**src/rtl/wl_pkg.sv**
```systemverilog
// Shared types for the two-wire word link.
// Assumes: nothing beyond the enum encoding being private to the link.
package wl_pkg;

    typedef enum logic [2:0] {
        ST_IDLE,   // line high, waiting for start
        ST_ARM,    // master only: line low, wait to see the partner high
        ST_WAIT,   // wait to see the partner low
        ST_HOLD,   // slave only: line low, let the master catch the edge
        ST_XFER    // shifting bits in both directions
    } wl_state_e;

endpackage

```
**src/rtl/wl_sync.sv**
```systemverilog
// Multi-flop synchronizer for an asynchronous wire.
// Assumes STAGES >= 2. The reset value matches the idle level of the wire.
module wl_sync #(
    parameter int   STAGES  = 2,
    parameter logic RST_VAL = 1'b1
) (
    input  logic clk,
    input  logic rst_n,
    input  logic d,
    output logic q
);

    logic [STAGES-1:0] chain;

    // Shift the wire value through the flop chain.
    always_ff @(posedge clk) begin
        if (!rst_n) chain <= {STAGES{RST_VAL}};
        else        chain <= {chain[STAGES-2:0], d};
    end

    assign q = chain[STAGES-1];

endmodule

```
**src/rtl/wl_bit_timer.sv**
```systemverilog
// Bit-period timing for one transfer. It keeps a phase counter inside the
// bit period and a bit counter that counts down from WORD_BITS. It flags
// the sample phase, the end of each period and the end of the last period.
// Assumes SAMPLE_OFS < BIT_CLKS. load and active are never both high.
module wl_bit_timer #(
    parameter int BIT_CLKS   = 12,
    parameter int WORD_BITS  = 32,
    parameter int SAMPLE_OFS = 8
) (
    input  logic clk,
    input  logic rst_n,
    input  logic load,
    input  logic active,
    output logic sample_now,
    output logic period_end,
    output logic last_end,
    output logic phase_zero
);

    localparam int PW = (BIT_CLKS > 1) ? $clog2(BIT_CLKS) : 1;
    localparam int BW = $clog2(WORD_BITS + 1);

    logic [PW-1:0] phase;
    logic [BW-1:0] bits_left;

    // Phase wraps every BIT_CLKS clocks; the bit count drops at each wrap.
    always_ff @(posedge clk) begin
        if (!rst_n) begin
            phase     <= '0;
            bits_left <= '0;
        end else if (load) begin
            phase     <= '0;
            bits_left <= BW'(WORD_BITS);
        end else if (active) begin
            if (phase == PW'(BIT_CLKS - 1)) begin
                phase     <= '0;
                bits_left <= bits_left - 1'b1;
            end else begin
                phase <= phase + 1'b1;
            end
        end
    end

    assign sample_now = active && (phase == PW'(SAMPLE_OFS));
    assign period_end = active && (phase == PW'(BIT_CLKS - 1));
    assign last_end   = period_end && (bits_left == BW'(1));
    assign phase_zero = (phase == '0);

endmodule

```
**src/rtl/wl_shifter.sv**
```systemverilog
// Transmit and receive shift registers. Transmit leaves from the MSB end;
// receive enters at the LSB end. rx_next is the receive value after this
// cycle's sample, so the last bit can be taken in the same cycle it arrives.
// Assumes capture happens only while the link is idle.
module wl_shifter #(
    parameter int WORD_BITS = 32
) (
    input  logic                 clk,
    input  logic                 rst_n,
    input  logic                 capture,
    input  logic [WORD_BITS-1:0] tx_word,
    input  logic                 advance,
    input  logic                 sample,
    input  logic                 rx_bit,
    output logic                 tx_bit,
    output logic [WORD_BITS-1:0] rx_next
);

    logic [WORD_BITS-1:0] tx_sr;
    logic [WORD_BITS-1:0] rx_sr;

    // Load the outgoing word at start; drop the sent MSB on each advance.
    always_ff @(posedge clk) begin
        if (!rst_n)       tx_sr <= '0;
        else if (capture) tx_sr <= tx_word;
        else if (advance) tx_sr <= {tx_sr[WORD_BITS-2:0], 1'b0};
    end

    // Next receive value, with the sampled bit appended at the LSB.
    always_comb begin
        rx_next = rx_sr;
        if (sample) rx_next = {rx_sr[WORD_BITS-2:0], rx_bit};
    end

    // Hold the partial received word; clear it at start.
    always_ff @(posedge clk) begin
        if (!rst_n)       rx_sr <= '0;
        else if (capture) rx_sr <= '0;
        else              rx_sr <= rx_next;
    end

    assign tx_bit = tx_sr[WORD_BITS-1];

endmodule

```
**src/rtl/wl_word_link.sv**
```systemverilog
// Full-duplex word exchange over one wire per direction, with no clock wire.
// A level handshake aligns the two ends. Each end then clocks WORD_BITS
// bits out and in at BIT_CLKS clocks per bit. It samples mid-bit through a
// synchronizer. A bounded wait aborts a handshake that gets no answer.
// Assumes the partner is the same block with the same parameters, clocked
// at the same frequency, and that start is a single-clock pulse.
module wl_word_link
    import wl_pkg::*;
#(
    parameter int WORD_BITS    = 32,
    parameter int BIT_CLKS     = 12,
    parameter int SYNC_STAGES  = 2,
    parameter int SAMPLE_OFS   = BIT_CLKS / 2 + SYNC_STAGES,
    parameter int HOLD_CLKS    = SYNC_STAGES + 2,
    parameter int TIMEOUT_CLKS = 4096
) (
    input  logic                 clk,
    input  logic                 rst_n,
    input  logic                 role_master,
    input  logic                 start,
    input  logic [WORD_BITS-1:0] tx_word,
    output logic [WORD_BITS-1:0] rx_word,
    output logic                 done,
    output logic                 timeout_err,
    output logic                 line_out,
    input  logic                 line_in
);

    localparam int CW = $clog2(TIMEOUT_CLKS + 1);

    wl_state_e            state;
    logic                 is_master_q;
    logic [CW-1:0]        wait_cnt;
    logic                 peer_hi;
    logic                 tx_bit;
    logic [WORD_BITS-1:0] rx_next;
    logic                 sample_now, period_end, last_end, phase_zero;
    logic                 in_xfer, idle, go_xfer, advance, capture, tmo_hit;

    wl_sync #(.STAGES(SYNC_STAGES), .RST_VAL(1'b1)) u_sync (
        .clk   (clk),
        .rst_n (rst_n),
        .d     (line_in),
        .q     (peer_hi)
    );

    wl_bit_timer #(
        .BIT_CLKS   (BIT_CLKS),
        .WORD_BITS  (WORD_BITS),
        .SAMPLE_OFS (SAMPLE_OFS)
    ) u_timer (
        .clk        (clk),
        .rst_n      (rst_n),
        .load       (go_xfer),
        .active     (in_xfer),
        .sample_now (sample_now),
        .period_end (period_end),
        .last_end   (last_end),
        .phase_zero (phase_zero)
    );

    wl_shifter #(.WORD_BITS(WORD_BITS)) u_shift (
        .clk     (clk),
        .rst_n   (rst_n),
        .capture (capture),
        .tx_word (tx_word),
        .advance (advance),
        .sample  (sample_now),
        .rx_bit  (peer_hi),
        .tx_bit  (tx_bit),
        .rx_next (rx_next)
    );

    // Decode the state and the handshake events that step it.
    always_comb begin
        in_xfer = (state == ST_XFER);
        idle    = (state == ST_IDLE);
        capture = idle && start;
        go_xfer = ((state == ST_WAIT) && !peer_hi && is_master_q) ||
                  ((state == ST_HOLD) && (wait_cnt == CW'(HOLD_CLKS - 1)));
        advance = go_xfer || (period_end && !last_end);
        tmo_hit = (wait_cnt == CW'(TIMEOUT_CLKS - 1));
    end

    // Handshake, transfer and abort sequencing with registered outputs.
    always_ff @(posedge clk) begin
        if (!rst_n) begin
            state       <= ST_IDLE;
            is_master_q <= 1'b0;
            wait_cnt    <= '0;
            line_out    <= 1'b1;
            done        <= 1'b0;
            timeout_err <= 1'b0;
            rx_word     <= '0;
        end else begin
            done        <= 1'b0;
            timeout_err <= 1'b0;
            case (state)
                ST_IDLE: begin
                    if (start) begin
                        is_master_q <= role_master;
                        wait_cnt    <= '0;
                        if (role_master) begin
                            line_out <= 1'b0;
                            state    <= ST_ARM;
                        end else begin
                            state <= ST_WAIT;
                        end
                    end
                end
                ST_ARM: begin
                    if (peer_hi) begin
                        state    <= ST_WAIT;
                        wait_cnt <= wait_cnt + 1'b1;
                    end else if (tmo_hit) begin
                        state       <= ST_IDLE;
                        line_out    <= 1'b1;
                        timeout_err <= 1'b1;
                    end else begin
                        wait_cnt <= wait_cnt + 1'b1;
                    end
                end
                ST_WAIT: begin
                    if (!peer_hi) begin
                        if (is_master_q) begin
                            state    <= ST_XFER;
                            line_out <= tx_bit;
                        end else begin
                            state    <= ST_HOLD;
                            line_out <= 1'b0;
                            wait_cnt <= '0;
                        end
                    end else if (tmo_hit) begin
                        state       <= ST_IDLE;
                        line_out    <= 1'b1;
                        timeout_err <= 1'b1;
                    end else begin
                        wait_cnt <= wait_cnt + 1'b1;
                    end
                end
                ST_HOLD: begin
                    if (go_xfer) begin
                        state    <= ST_XFER;
                        line_out <= tx_bit;
                    end else begin
                        wait_cnt <= wait_cnt + 1'b1;
                    end
                end
                ST_XFER: begin
                    if (last_end) begin
                        state    <= ST_IDLE;
                        line_out <= 1'b1;
                        done     <= 1'b1;
                        rx_word  <= rx_next;
                    end else if (period_end) begin
                        line_out <= tx_bit;
                    end
                end
                default: state <= ST_IDLE;
            endcase
        end
    end

endmodule

```
**config.mk**
```make
export PLATFORM = sky130hd
export DESIGN_NAME = wl_word_link
export DESIGN_NICKNAME = d
export VERILOG_FILES = /design/src/rtl/wl_pkg.sv /design/src/rtl/wl_sync.sv /design/src/rtl/wl_bit_timer.sv /design/src/rtl/wl_shifter.sv /design/src/rtl/wl_word_link.sv
export SDC_FILE = /design/constraint.sdc
export NUM_CORES = 1
export LEC_CHECK = 0
export BUFFER_PORTS_ARGS = -buffer_cell sky130_fd_sc_hd__buf_2
export CORE_ASPECT_RATIO = 0.6
export CORE_MARGIN = 3
export CORE_UTILIZATION = 57
export DETAILED_ROUTE_END_ITERATION = 6
export PLACE_DENSITY = 0.9
export SLEW_MARGIN = 40
export SYNTH_ARGS = -nofsm -noshare
export SYNTH_HDL_FRONTEND = slang
export SYNTH_SLANG_ARGS = --single-unit
```
**constraint.sdc**
```tcl
create_clock -name clk -period 2.5 [get_ports clk]
set_input_delay 0.5 -clock clk [delete_from_list [all_inputs] [get_ports clk]]
set_output_delay 0.5 -clock clk [all_outputs]
set_load 0.01 [all_outputs]
```
==> metrics.yaml, run 1 <==
outcome: "completed"
hold_class: "in -> reg"
critPathLaunch: "state[2]"
hold_viol: 0
synth_cells: 593
antenna_cells_inserted: 0
hold_start: "line_in"
drv_slew: 0
grt-ovfl-total: 0
ys.flop_type: "dfxtp_1"
p_leak_nw: 2.36
synth_area_leaders: "dfxtp_1 (47%), mux2i_1 (12%), nor2_1 (6.4%), a211oi_1 (4.8%), a21oi_1 (4.3%)"
nNetsFinal: 691
track_usage_pct: 25.5
floorplan.rows: 26
grt_max_degree: 66
timing.hold.ws_ns: 0.279
rsz0062_at_grt: "no"
via_count: 4758
fmax_mhz: 417
setup_tns_ns: 0
rr_worst_depth: 5
start_util_pct: 61.2
whs_path_depth: 2
synth_seq_cells: 128
gp_congestion: 0.986
final_cells: 788
clockBufferDepth: 2
yosysUniqueCellTypes: 56
drtPass1Iterations: 5
cts.sinks: 128
seq_area_sq_um: 2560
crit_path_end_kind: "flip-flop"
clock_skew_ns: 0.0181
vias_per_cell: 6.04
clk_latency_ns: 0.42
cts_buffers: 17
synth_area_per_cell_sq_um: 9.20
synth_top_area_share_pct: 47.0
fin_area_sq_um: 6530
htree_num_levels: 4
syn_nets: 635
worst_ep_arrival_time_ns: 2.69
ant_nets: 0
yosys_warnings: 0
hpwlAfterDp_mm: 8.44
post_cts_resized: 0
die_h_microns: 81.8
synth_seq_area_share_pct: 47.0
critical_path_class: "reg -> reg"
clk_pin_slew_ns: 0.06
holdPathEnd: "u_sync.chain[0]"
port_buffers: 71
tightest_slew_ns: 0.646
drive_gt1_share_pct: 19.5
io_pins: 72
postCtsSetupBuffers: 0
synth_most_common_cell: "dfxtp_1"
setup_viol: 0
die_area_sq_um: 10800
synthArstFlopShare_pct: 0
period_share_pct: 95.8
nFillCells: 619
synth_top_area_cell: "dfxtp_1"
syn_to_final_growth_pct: 19.7
syn_area_sq_um: 5460
reg2reg_from: "state[2]"
synth-edff-count: 0
min_period_ns: 2.40
grt_pass1_vias: 4450
cts_root_buf: "clkbuf_16"
powerDensity_nw_per_um2: 812
routed_wl_mm: 13.6
crit_fanout: 65
wl_per_cell_microns: 17.2
slew_headroom_pct: 56.6
cp-start-kind: "flip-flop"
dp.cells: 756
synthTopCellsByCount: "dfxtp_1 (128), nor2_1 (93), mux2i_1 (65)"
grt_pass1_wl_mm: 22.0
drc: 0
postCtsHoldBufs: 0
multi_input_area_sq_um: 2650
placed_area_sq_um: 5890
ir_worst_vdd_v: 0.000587
coreArea_sq_um: 8910
chipWidth_microns: 132
antenna_found_initial: 0
first_iter_violations: 502
required_ns: 2.80
r2r-end: "rx_word[14]"
cts_tree: "done"
drv_cap: 0
r2r_setup_slack_ns: 0.10
-- power by group --
| part | switching (W) | internal [W] |
|---|---|---|
| sequential | 0.0000749 | 0.00213 |
| clock | 0.000922 | 0.00173 |
| combinational | 0.000285 | 0.000171 |
-- cells in the final DEF (no fill, tap or decap), types with 9 or more instances in the layout --
| cell | Yosys | routed |
|---|---|---|
| dfxtp_1 | 128 | 128 |
| nor2_1 | 93 | 93 |
| buf_2 | 15 | 71 |
| mux2i_1 | 65 | 65 |
| a21oi_1 | 47 | 47 |
| a211oi_1 | 35 | 35 |
| o21ai_0 | 35 | 35 |
| nand2_1 | 22 | 20 |
| clkbuf_16 | 0 | 17 |
| buf_4 | 3 | 10 |
| nor3_1 | 9 | 9 |
-- layer usage --
metal / global-route usage, % / part of all wire, % / wire length [microns]
met1: 33.7 / 45 / 6080
met3: 6.49 / 8.2 / 1120
met5: 0 / 0 / 0
met2: 40.6 / 45 / 6160
met4: 10.8 / 1.6 / 216
-- worst max path at each step --
stage	end	slack (ns)	cells past startpoint
2_1_floorplan	u_shift.tx_sr[10]	0.63	7
3_3_place_gp	u_shift.tx_sr[14]	0.32	7
3_5_place_dp	u_shift.tx_sr[11]	0.19	7
4_1_cts	u_shift.tx_sr[13]	0.11	7
5_1_grt	rx_word[26]	0.0009	5
6_report	rx_word[14]	0.10	5
-- cell type report --
cell class,count,share of cell area (%)
tap,126,2.41
clock buffer,20,6.99
clock inverter,12,2.76
sequential,128,39.2
multi-input combinational,409,40.6
timing repair buffer,84,7.51
inverter,9,0.517
-- sequential cells by signal, summed over array words and instances (netlist names) --
name	flops
rx_word	32
timeout_err	1
u_shift.tx_sr	32
is_master_q	1
u_sync.chain	2
u_shift.rx_sr	32
state	3
u_timer.bits_left	6
line_out	1
done	1
u_timer.phase	4
wait_cnt	13
-- worst max-delay path, cell delays in order (launching register included) --
cell      delay (ns)
dfxtp_1         0.56
or3b_1          0.54
nor4_4          0.47
buf_12          0.31
nor2_1          0.09
a211oi_1        0.30
-- kinds of logic (layout without fill, tap and decap cells) --
family	after synthesis	in the layout	synth area share (%)
AO/OA/AOI/OAI	154	154	18.4
adder cells (fa/ha/maj)	5	5	1.15
flip-flops	128	128	47.0
XOR/XNOR	5	5	0.803
buffers and inverters	56	125	4.82
multiplexers	65	65	11.9
AND/OR/NAND/NOR	180	180	15.9
-- stage by stage --
stage / util [%] / setup slack, ns / power, W
final: 73.3 / 0.105 / 0.00531
after global routing: 73.3 / 0.000910 / 0.00547
after CTS: 73.2 / 0.113 / 0.00530
after detailed placement: 66.1 / 0.195 / 0.00267
after global placement: 66.1 / 0.316 / 0.00264
after floorplan: - / 0.628 / 0.00255
Note: power is estimated with default switching activity, not from simulation.
==> run 2: changes to the inputs <==
- ABC_AREA: default -> 1
- CORE_UTILIZATION: 57 -> 58
- PLACE_DENSITY: 0.9 -> 0.91
==> run 2 against run 1 <==
  * Combinational power rose by 75%
  * Hold slack got worse by 0.012 ns
  * Critical endpoint is now u_shift.tx_sr[2]
  * Utilization is 0.52 points lower
  * Die area is 4.8% higher
  * Routed wire length is 4.7% higher
==> metrics.yaml, run 2 <==
via_count: 5416
grt_max_degree: 67
hpwlAfterDp_mm: 9.06
crit_family: "simple AND/OR/NAND/NOR gates"
yosysUniqueCellTypes: 35
floorplan.rows: 27
synthTopCellsByCount: "nand2_1 (188), nor2_1 (137), dfxtp_1 (128)"
vias_per_cell: 5.40
ir_worst_vdd_v: 0.000611
setup_viol: 0
p_leak_nw: 3.03
critPathLaunch: "u_sync.chain[1]"
nFillCells: 687
top_regs: "rx_word: 32 flops, u_shift.rx_sr: 32 flops, u_shift.tx_sr: 32 flops"
htree_num_levels: 4
crit_top_cell: "nand2_1"
track_usage_pct: 25.7
synth_xor_area_share_pct: 0.600
powerDensity_nw_per_um2: 847
grt-ovfl-total: 0
drc: 0
dp.cells: 971
final_common_cell: "nand2_1"
cp-start-kind: "flip-flop"
synth_area_per_cell_sq_um: 7.31
antenna_found_initial: 0
synth_area_leaders: "dfxtp_1 (44%), nand2_1 (12%), nor2_1 (8.8%), nand3_1 (5.5%), mux2i_1 (4.6%)"
synth_seq_cells: 128
cts_buffers: 17
min_period_ns: 2.13
postCtsSetupBuffers: 0
final_cells: 1003
io_pins: 72
clk_pin_slew_ns: 0.06
cp_slowest_cell: "dfxtp_1"
fmax_mhz: 470
chipWidth_microns: 136
critical_path.cell_chain: "inv_1, nand2_1, nor3_2, a21oi_4, nand3_4, buf_12, nand3_1, nand2_1, nor2_1"
reg2reg_from: "u_sync.chain[1]"
syn_to_final_growth_pct: 18.3
die_h_microns: 83.7
yosys.area_share.simple_pct: 31.8
start_util_pct: 61.5
synth_top_family_by_area: "simple AND/OR/NAND/NOR gates"
cts_root_buf: "clkbuf_16"
synth_most_common_cell: "nand2_1"
synth-edff-count: 0
cp_slowest_stage_delay_ns: 0.61
clk_latency_ns: 0.42
grt_pass1_wl_mm: 23.7
hold_viol: 0
setup_tns_ns: 0
hold_class: "in -> reg"
required_ns: 2.85
grt_pass1_vias: 5042
seq_area_sq_um: 2560
slew_headroom_pct: 61.8
coreArea_sq_um: 9490
gp_congestion: 0.975
clockBufferDepth: 2
die_area_sq_um: 11300
rsz0062_at_grt: "no"
period_share_pct: 85.1
crit_path_end_kind: "flip-flop"
first_iter_violations: 585
routed_wl_mm: 14.2
synth-compound-area-share_pct: 10.3
critical_path_class: "reg -> reg"
synth_top_area_share_pct: 43.9
antenna_cells_inserted: 0
port_buffers: 71
post_cts_resized: 0
outcome: "completed"
synth-adder-area-share_pct: 1.07
synth_top_area_cell: "dfxtp_1"
cts_tree: "done"
syn_area_sq_um: 5840
worst_ep_arrival_time_ns: 2.48
crit_fanout: 33
cts.sinks: 128
wl_per_cell_microns: 14.2
yosys_warnings: 0
clock_skew_ns: 0.00955
tightest_slew_ns: 0.567
nNetsFinal: 902
drv_slew: 0
power_w: 0.00585
drtPass1Iterations: 5
drive_gt1_share_pct: 18.2
hold_start: "line_in"
synth_cells: 798
drv_cap: 0
synth_seq_area_share_pct: 43.9
timing.hold.ws_ns: 0.267
path_buf_inv: 2
layout_common_cells: "nand2_1 (188), nor2_1 (137), dfxtp_1 (128)"
multi_input_area_sq_um: 2830
synthMuxAreaShare_pct: 4.63
syn_nets: 840
ant_nets: 0
synthArstFlopShare_pct: 0
ys.flop_type: "dfxtp_1"
postCtsHoldBufs: 0
run 2: cell families after synthesis:
family / Yosys count
AO/OA/AOI/OAI: 107
XOR/XNOR: 4
adder cells (fa/ha/maj): 5
buffers and inverters: 96
flip-flops: 128
multiplexers: 27
AND/OR/NAND/NOR: 431
run 2: report_power, final:
part	leakage, nW	internal (W)	total, W	switching [W]
clock	0.322	0.00189	0.00282	0.000925
sequential	1.04	0.00216	0.00223	0.0000748
combinational	1.67	0.000259	0.000798	0.000539
total	3.03	0.00431	0.00585	0.00154
run 2: worst register-to-register path, cell delays in order (launching register included):
cell	delay, ns
dfxtp_1	0.61
inv_1	0.17
nand2_1	0.11
nor3_2	0.07
a21oi_4	0.24
nand3_4	0.33
buf_12	0.29
nand3_1	0.07
nand2_1	0.06
nor2_1	0.12
run 2: path summary, 6_finish.rpt:
check | to | slack [ns] | cells after the start
min reg2reg | u_sync.chain[1] | 0.45 | 1
min | u_sync.chain[0] | 0.27 | 2
max | u_shift.tx_sr[2] | 0.37 | 9
max reg2reg | u_shift.tx_sr[2] | 0.37 | 9
run 2: layout make-up:
class                      count  share of cell area, %
sequential                   128                   37.1
multi-input combinational    574                   40.9
clock inverter                14                   3.41
timing repair buffer          79                   6.56
tap                          130                   2.36
inverter                      60                   3.30
clock buffer                  18                   6.36
run 2: metal layers:
metal	GRT usage (%)	part of all wire (%)	up-vias
li1	-	-	2703
met1	34.1	44	2411
met2	39.7	45	265
met3	6.81	8.7	37
met4	10.3	2.4	0
met5	0	0	-
run 2: per-stage QoR:
step,cell area [sq um],setup WS [ns],util [%]
finish,6910,0.374,72.8
CTS,6910,0.417,72.8
detailed placement,6230,0.483,65.7
global route,6910,0.194,72.8
floorplan,5840,0.923,-
global placement,6230,0.532,65.7
==> run 3: changes to the inputs <==
- clock period: 2.5 -> 2.4 ns (I/O delays scaled with it)
==> run 3 against run 2 <==
  * Global-route usage about the same
  * Sequential power up 4%
  * Cell count up 0.40%
  * Critical endpoint is now rx_word[21]
  * Routed wire length down 1.5%
  * Largest cell class unchanged
  * Clock-buffer cell count up 4
  * Critical path depth down 1
  * Largest power group unchanged
  * Via count about the same
  * Combinational power up 4.0%
  * Setup slack worse by 0.0014 ns
  * Total power down 2.4%
==> metrics.yaml, run 3 (same netlist as run 2, synthesis figures left out) <==
fmax_mhz: 493
chipWidth_microns: 136
die_h_microns: 83.7
min_period_ns: 2.03
slew_headroom_pct: 64.2
drv_slew: 0
multi_input_area_sq_um: 2830
drc: 0
setup_viol: 0
grt_pass1_vias: 5048
ant_nets: 0
powerDensity_nw_per_um2: 834
period_share_pct: 84.5
nFillCells: 708
required_ns: 2.73
cts.sinks: 128
rsz0062_at_grt: "no"
vias_per_cell: 5.37
start_util_pct: 61.5
floorplan.rows: 27
top_regs: "rx_word: 32 flops, u_shift.rx_sr: 32 flops, u_shift.tx_sr: 32 flops"
track_usage_pct: 25.7
drtPass1Iterations: 6
die_area_sq_um: 11300
clock_skew_ns: 0.00975
critical_path_class: "reg -> reg"
cts_buffers: 17
layout_common_cells: "nand2_1 (188), nor2_1 (137), dfxtp_1 (128)"
dp.cells: 975
ir_worst_vdd_v: 0.000626
whs_path_depth: 2
critical_path.cell_chain: "ha_1, inv_1, nor2_2, nand2_4, nor2_4, buf_4, o21ai_0, a21oi_1"
clk_pin_slew_ns: 0.06
setup_tns_ns: 0
hold_class: "in -> reg"
utilization_pct: 72.1
drv_cap: 0
tightest_slew_ns: 0.531
final_cells: 1007
syn_to_final_growth_pct: 17.2
routed_wl_mm: 14.0
grt_max_degree: 47
power_w: 0.00571
drive_gt1_share_pct: 18.5
grt_pass1_wl_mm: 23.9
clockBufferDepth: 2
gp_congestion: 0.931
hold_viol: 0
clk_latency_ns: 0.42
post_cts_resized: 0
rr_worst_depth: 8
postCtsSetupBuffers: 0
postCtsHoldBufs: 0
cp_slowest_cell: "buf_4"
cp-start-kind: "flip-flop"
antenna_cells_inserted: 0
first_iter_violations: 495
wl_per_cell_microns: 13.9
nNetsFinal: 906
via_count: 5411
coreArea_sq_um: 9490
seq_area_sq_um: 2560
timing.hold.ws_ns: 0.255
antenna_found_initial: 0
cts_tree: "done"
cp_slowest_stage_delay_ns: 0.41
final_common_cell: "nand2_1"
outcome: "completed"
hpwlAfterDp_mm: 8.96
worst_ep_arrival_time_ns: 2.36
io_pins: 72
grt-ovfl-total: 0
htree_num_levels: 4
crit_path_end_kind: "flip-flop"
crit_fanout: 46
port_buffers: 71
r2r_setup_slack_ns: 0.37
cts_root_buf: "clkbuf_16"
p_leak_nw: 3.02
run 3: path summary, 6_finish.rpt:
check / end / startpoint
worst min-delay path: u_sync.chain[0] / line_in
worst max-delay path: rx_word[21] / u_timer.phase[0]
worst max register to register: rx_word[21] / u_timer.phase[0]
worst min register to register: u_sync.chain[1] / u_sync.chain[0]
run 3: area by class of cell:
type / count / area share, %
multi-input cells: 574 / 41.3
repair buffers: 83 / 6.88
clock inverters: 10 / 1.59
well taps: 130 / 2.38
flip-flops and latches: 128 / 37.4
inverters: 60 / 3.33
clock buffers: 22 / 7.08
run 3: per-layer routing:
metal / vias to the layer above / share of wire [%] / routed length (microns) / GRT usage [%]
met4: 0 / 2.6 / 364 / 9.42
met1: 2426 / 46 / 6420 / 34.7
li1: 2703 / - / - / -
met5: - / 0 / 0 / 0
met3: 42 / 7.0 / 982 / 6.75
met2: 240 / 44 / 6220 / 39.5
run 3: per-stage QoR:
stage / worst slack, ns / area (sq um)
2_1_floorplan: 0.823 / 5840
5_1_grt: 0.146 / 6840
3_5_place_dp: 0.505 / 6250
4_1_cts: 0.390 / 6840
6_report: 0.372 / 6840
3_3_place_gp: 0.574 / 6250
run 3: power breakdown:
group          total, W  internal (W)  leakage (nW)  switching [W]
registers       0.00232       0.00225          1.04      0.0000729
logic          0.000830      0.000276          1.69       0.000554
clock network   0.00256       0.00163         0.292       0.000929
total           0.00571       0.00415          3.02        0.00156
run 3: worst max-delay path, delay by kind of cell (launching register included):
kind / cells / cell delay [ns]
flops: 1 / 0.40
fa+ha+maj: 1 / 0.20
buf+inv: 2 / 0.47
simple gates: 3 / 0.49
compound gates: 2 / 0.36
